<file path="config.mk">
export PLATFORM = sky130hd
export DESIGN_NAME = pframe_codec
export DESIGN_NICKNAME = d
export VERILOG_FILES = /design/src/rtl/pframe_pkg.sv /design/src/rtl/pframe_odd_par.sv /design/src/rtl/pframe_tx.sv /design/src/rtl/pframe_rx.sv /design/src/rtl/pframe_codec.sv
export SDC_FILE = /design/constraint.sdc
export NUM_CORES = 1
export LEC_CHECK = 0
export BUFFER_PORTS_ARGS = -buffer_cell sky130_fd_sc_hd__buf_2
export CAP_MARGIN = 20
export CORE_ASPECT_RATIO = 1.75
export CORE_MARGIN = 1.5
export CORE_UTILIZATION = 50
export CTS_BUF_LIST = sky130_fd_sc_hd__clkbuf_4 sky130_fd_sc_hd__clkbuf_8
export DETAILED_ROUTE_END_ITERATION = 8
export GPL_TIMING_DRIVEN = 0
export PLACE_DENSITY = 0.73
export SYNTH_ARGS = -nofsm -noshare
export SYNTH_HDL_FRONTEND = slang
export SYNTH_HIERARCHICAL = 1
export SYNTH_SLANG_ARGS = --single-unit
export TNS_END_PERCENT = 10
</file>
<file path="constraint.sdc">
create_clock -name clk -period 2.15 [get_ports clk]
set_input_delay 0.5375 -clock clk [delete_from_list [all_inputs] [get_ports clk]]
set_output_delay 0.5375 -clock clk [all_outputs]
set_load 0.05 [all_outputs]
</file>
<file path="src/rtl/pframe_pkg.sv">
package pframe_pkg;
    typedef enum logic [1:0] {
        K_START = 2'd0,
        K_DATA  = 2'd1,
        K_PAR   = 2'd2,
        K_END   = 2'd3
    } bit_kind_t;
endpackage

</file>
<file path="src/rtl/pframe_odd_par.sv">
module pframe_odd_par #(
    parameter int W = 8
) (
    input  logic [W-1:0] data,
    output logic         par
);
    // parity bit that makes data plus parity carry an odd count of ones
    assign par = ~(^data);
endmodule

</file>
<file path="src/rtl/pframe_tx.sv">
module pframe_tx
    import pframe_pkg::*;
#(
    parameter int   W         = 8,
    parameter logic START_LVL = 1'b1,
    parameter logic END_LVL   = 1'b0
) (
    input  logic         clk,
    input  logic         rst_n,
    input  logic         bit_en,
    input  logic [W-1:0] in_data,
    input  logic         in_valid,
    input  logic         in_last,
    output logic         in_ready,
    output logic         tx_bit,
    output bit_kind_t    tx_kind,
    output logic         tx_strobe
);
    localparam int CW = (W > 1) ? $clog2(W) : 1;

    typedef enum logic [2:0] {
        S_IDLE, S_START, S_DATA, S_PAR, S_STALL, S_END
    } st_t;

    st_t            st_q, st_d;
    logic [W-1:0]   sh_q, sh_d;
    logic           par_q, par_d;
    logic           last_q, last_d;
    logic [CW-1:0]  cnt_q, cnt_d;
    logic           par_new;
    logic           accept;

    pframe_odd_par #(.W(W)) u_par (.data(in_data), .par(par_new));

    always_comb begin
        unique case (st_q)
            S_IDLE, S_STALL: in_ready = 1'b1;
            S_PAR:           in_ready = bit_en & ~last_q;
            default:         in_ready = 1'b0;
        endcase
    end

    assign accept = in_valid & in_ready;

    // next state
    always_comb begin
        st_d   = st_q;
        sh_d   = sh_q;
        par_d  = par_q;
        last_d = last_q;
        cnt_d  = cnt_q;
        unique case (st_q)
            S_IDLE: if (accept) begin
                sh_d   = in_data;
                par_d  = par_new;
                last_d = in_last;
                st_d   = S_START;
            end
            S_START: if (bit_en) begin
                cnt_d = '0;
                st_d  = S_DATA;
            end
            S_DATA: if (bit_en) begin
                sh_d  = sh_q >> 1;
                cnt_d = cnt_q + 1'b1;
                if (cnt_q == CW'(W - 1)) st_d = S_PAR;
            end
            S_PAR: if (bit_en) begin
                if (last_q) begin
                    st_d = S_END;
                end else if (accept) begin
                    sh_d   = in_data;
                    par_d  = par_new;
                    last_d = in_last;
                    cnt_d  = '0;
                    st_d   = S_DATA;
                end else begin
                    st_d = S_STALL;
                end
            end
            S_STALL: if (accept) begin
                sh_d   = in_data;
                par_d  = par_new;
                last_d = in_last;
                cnt_d  = '0;
                st_d   = S_DATA;
            end
            S_END: if (bit_en) st_d = S_IDLE;
            default: st_d = S_IDLE;
        endcase
    end

    // state register
    always_ff @(posedge clk) begin
        if (!rst_n) begin
            st_q   <= S_IDLE;
            sh_q   <= '0;
            par_q  <= 1'b0;
            last_q <= 1'b0;
            cnt_q  <= '0;
        end else begin
            st_q   <= st_d;
            sh_q   <= sh_d;
            par_q  <= par_d;
            last_q <= last_d;
            cnt_q  <= cnt_d;
        end
    end

    // outputs
    always_ff @(posedge clk) begin
        if (!rst_n) begin
            tx_strobe <= 1'b0;
            tx_bit    <= 1'b0;
            tx_kind   <= K_START;
        end else begin
            tx_strobe <= 1'b0;
            if (bit_en) begin
                unique case (st_q)
                    S_START: begin
                        tx_strobe <= 1'b1;
                        tx_bit    <= START_LVL;
                        tx_kind   <= K_START;
                    end
                    S_DATA: begin
                        tx_strobe <= 1'b1;
                        tx_bit    <= sh_q[0];
                        tx_kind   <= K_DATA;
                    end
                    S_PAR: begin
                        tx_strobe <= 1'b1;
                        tx_bit    <= par_q;
                        tx_kind   <= K_PAR;
                    end
                    S_END: begin
                        tx_strobe <= 1'b1;
                        tx_bit    <= END_LVL;
                        tx_kind   <= K_END;
                    end
                    default: ;
                endcase
            end
        end
    end
endmodule

</file>
<file path="src/rtl/pframe_rx.sv">
module pframe_rx #(
    parameter int W     = 8,
    parameter int IDX_W = 8
) (
    input  logic             clk,
    input  logic             rst_n,
    input  logic             rx_valid,
    input  logic             rx_bit,
    input  logic             rx_first,
    output logic             par_err,
    output logic [IDX_W-1:0] par_err_idx
);
    localparam int PW = $clog2(W + 1);

    logic [PW-1:0]    pos_q, pos;
    logic [IDX_W-1:0] idx_q, idx_cur;
    logic             acc_q, acc_in, acc_x;

    assign pos     = rx_first ? '0 : pos_q;
    assign idx_cur = rx_first ? '0 : idx_q;
    assign acc_in  = (pos == '0) ? 1'b0 : acc_q;
    assign acc_x   = acc_in ^ rx_bit;

    always_ff @(posedge clk) begin
        if (!rst_n) begin
            pos_q       <= '0;
            idx_q       <= '0;
            acc_q       <= 1'b0;
            par_err     <= 1'b0;
            par_err_idx <= '0;
        end else begin
            par_err <= 1'b0;
            if (rx_valid) begin
                if (pos == PW'(W)) begin
                    pos_q <= '0;
                    acc_q <= 1'b0;
                    idx_q <= idx_cur + 1'b1;
                    if (!acc_x) begin
                        par_err     <= 1'b1;
                        par_err_idx <= idx_cur;
                    end
                end else begin
                    pos_q <= pos + 1'b1;
                    acc_q <= acc_x;
                    idx_q <= idx_cur;
                end
            end
        end
    end
endmodule

</file>
<file path="src/rtl/pframe_codec.sv">
module pframe_codec (
    input  logic       clk,
    input  logic       rst_n,
    input  logic       bit_en,
    input  logic [7:0] in_data,
    input  logic       in_valid,
    input  logic       in_last,
    output logic       in_ready,
    output logic       tx_bit,
    output logic [1:0] tx_kind,
    output logic       tx_strobe,
    input  logic       rx_valid,
    input  logic       rx_bit,
    input  logic       rx_first,
    output logic       par_err,
    output logic [7:0] par_err_idx
);
    import pframe_pkg::*;

    bit_kind_t kind_w;

    pframe_tx #(.W(8), .START_LVL(1'b1), .END_LVL(1'b0)) u_tx (
        .clk(clk), .rst_n(rst_n), .bit_en(bit_en),
        .in_data(in_data), .in_valid(in_valid), .in_last(in_last),
        .in_ready(in_ready), .tx_bit(tx_bit), .tx_kind(kind_w),
        .tx_strobe(tx_strobe)
    );

    assign tx_kind = kind_w;

    pframe_rx #(.W(8), .IDX_W(8)) u_rx (
        .clk(clk), .rst_n(rst_n), .rx_valid(rx_valid), .rx_bit(rx_bit),
        .rx_first(rx_first), .par_err(par_err), .par_err_idx(par_err_idx)
    );
endmodule

</file>
==> flow_summary.yaml <==
power_and_ir_drop:
  p_leak_nw: 1.05
  p_sw_mw: 0.603
  seqPwrFrac: 0.455
  power_density_nw_per_um2: 745
  p_sw_frac: 0.314
  p_int_mw: 1.32
  peakVddDrop_mv: 0.602
  total_power_mw: 1.92
  p_clk_frac: 0.279
  pwr-share-comb: 0.266
worst_setup_path:
  crit_required_ns: 1.61
  worst_setup_path_start_kind: "flip-flop"
  cp_slowest_stage_delay_ns: 0.32
  crit_chain: "clkbuf_4 -> and2b_2 -> nand3_1 -> o21ai_1 -> buf_4"
  cp_data_arrival_time_ns: 1.53
  ff2ff_path_depth: 8
  cp_max_fo: 10
  criticalPathCategory: "flip-flop to output port"
  cpMaxStageDelayCell: "dfxtp_1"
  end_kind: "output port"
placed_design:
  dpl_worst_slack_ns: -0.393
  port_buffers: 28
  hpwl_um: 3540
  dpl_cell_area_um2: 2460
  gp_congestion: 0.803
route:
  vias: 1950
  first_iter_violations: 57
  drc: 0
  routed_via_density: 5.65
  drt-wirelength-per-cell_um: 13.8
  first_pass_iters: 4
  wl_um: 4760
  ant_nets: 0
timing:
  setup_viol: 0
  fin_skew_ns: 0.00612
  layout_min_cycle_time_ns: 2.06
  whs_ns: 0.453
  worst_slew_pin_slew_ns: 0.535
  max_freq_mhz: 484
  final-hold-violation-count: 0
  slew_headroom: 0.643
  post-route-period-util: 0.960
  worst_slack_ns: 0.0856
  drv_slew: 0
floorplan:
  fp.dieArea_um2: 4940
  die_x_um: 53.8
  core-area_um2: 4360
  pin_count: 30
  num_rows: 32
  start_util: 0.517
  die_y_um: 91.8
grt:
  grt_util_all_layers: 0.217
  grt_max_degree: 13
  gr-total-overflow: 0
  grt_pass1_vias: 1869
  grt_pass1_wl_um: 8130
  antenna_found_initial: 0
logic_synthesis:
  syn_inst: 258
  synth_nets: 279
  avgSynthCellArea_um2: 8.74
  synth_top_cell_area_share: 0.373
  synth_area_um2: 2250
  yosysTopAreaCell: "dfxtp_1"
  post-synth-top-count-cell: "dfxtp_1"
  synth.distinct_cells: 51
  seq_area_frac_synth: 0.373
  synth_area_leaders: "dfxtp_1 37%, mux2i_1 10%, nand2_1 6.3%"
  ys_top_cells_by_count: "42 x dfxtp_1, 38 x nand2_1, 23 x mux2i_1"
  async_flop_share: 0
  yosysWarnings: 6
  yosys_register_bits: 42
  synth-edff-count: 0
  synth_ff_type: "dfxtp_1"
clocking:
  hold_buffers: 0
  numCtsBuffers: 5
  cts_buffer_depth: 2
  cts_sinks: 42
  clock_latency_ns: 0.29
  cts_tree: "yes"
  cts_root_buf: "clkbuf_8"
  htree_levels: 2
  path_clk_slew_ns: 0.07
final_layout:
  fin_nets: 314
  n_antenna_cell: 0
  drive_gt1_frac: 0.187
  design_area_um2: 2580
  area.growth.synth_to_final_pct: 14.3
  utilization: 0.590
outcome:
  status: "finished clean"
min_path:
  hp-class: "flip-flop to flip-flop"
  hold_depth: 2
flow_run:
  drv_cap: 0
==> power groups by stage <==
| stage | registers (mW) | logic [mW] | clock network, mW |
|---|---|---|---|
| floorplan | 0.908 | 0.373 | 0 |
| global placement | 0.889 | 0.498 | 0 |
| detailed placement | 0.889 | 0.504 | 0 |
| CTS | 0.871 | 0.510 | 0.554 |
| global route | 0.881 | 0.559 | 0.585 |
| finish | 0.872 | 0.511 | 0.535 |
==> cell type report <==
class	count	area [um^2]
Clock buffer	7	90.1
Timing Repair Buffer	29	163
Sequential cell	42	841
Tap cell	51	63.8
Fill cell	410	1790
Buffer	16	83.8
Clock inverter	1	5.00
Inverter	4	15.0
Multi-Input combinational cell	195	1320
==> state kept, by name, summed over array words and instances (netlist names) <==
signal            cells
u_tx/cnt_q            3
u_tx/tx_strobe        1
u_tx/tx_kind          2
u_rx/par_err          1
u_tx/st_q             3
u_rx/pos_q            4
u_tx/tx_bit           1
u_tx/par_q            1
u_tx/sh_q             8
u_tx/last_q           1
u_rx/idx_q            8
u_rx/par_err_idx      8
u_rx/acc_q            1
==> per-stage QoR <==
step	setup TNS [ns]	instances
after floorplan	0	258
after global placement	-3.14	337
after detailed placement	-3.60	337
after CTS	0	346
after global routing	-0.00177	345
final	0	345
==> worst max-delay path, delay by kind of cell (launching register included) <==
family	cells	cell delay, ns
AO/OA/AOI/OAI	1	0.15
buffers and inverters	2	0.41
flip-flops	1	0.32
AND/OR/NAND/NOR	2	0.36
==> cells by family (layout without fill, tap and decap cells) <==
family                     after synthesis  after routing  share of synthesized area
and+or+nand+nor                         97             97                      0.226
AOI/OAI and AO/OA                       59             59                      0.178
DFF                                     42             42                      0.373
muxes                                   24             24                      0.112
buffers and inverters                   21             57                     0.0444
xor gates and xnor gates                10             10                     0.0388
adders and majority gates                5              5                     0.0277
==> routing by layer <==
| layer | track usage | part of all wire | vias to the layer above | wire length [um] |
|---|---|---|---|---|
| met3 | 0.0391 | 0.042 | 9 | 200 |
| met5 | 0 | 0 | - | 0 |
| li1 | - | - | 984 | - |
| met1 | 0.245 | 0.41 | 908 | 1940 |
| met4 | 0.0897 | 0.021 | 0 | 99 |
| met2 | 0.378 | 0.53 | 49 | 2520 |
==> placed cells by master (no fill, tap or decap), drive strengths merged, types with 3 or more instances in the layout <==
| cell type | instances |
|---|---|
| dfxtp | 42 |
| nand2 | 38 |
| buf | 36 |
| mux2i | 24 |
| nand3 | 18 |
| clkbuf | 16 |
| a21oi | 14 |
| o21ai | 14 |
| nor2b | 10 |
| xnor2 | 9 |
| o31ai | 7 |
| and2 | 6 |
| o211ai | 5 |
| ha | 5 |
| nand2b | 4 |
| nor2 | 4 |
| inv | 4 |
| nand3b | 4 |
| a21boi | 4 |
| nor3 | 3 |
| o21a | 3 |
==> final timing paths <==
kind	from	end	slack (ns)
max	u_tx/st_q[1]	in_ready	0.09
min reg2reg	u_rx/par_err_idx[0]	u_rx/par_err_idx[0]	0.45
max reg2reg	u_rx/pos_q[1]	u_rx/par_err_idx[2]	0.23
min	u_rx/par_err_idx[0]	u_rx/par_err_idx[0]	0.45
==> what timing repair did <==
action / in CTS / in global routing
buffers inserted: 1 / 0
pin swaps: 0 / 0
endpoints found under the setup margin: 10 / 11
gates resized for setup: 1 / 2
Note: power is estimated with default switching activity, not from simulation.
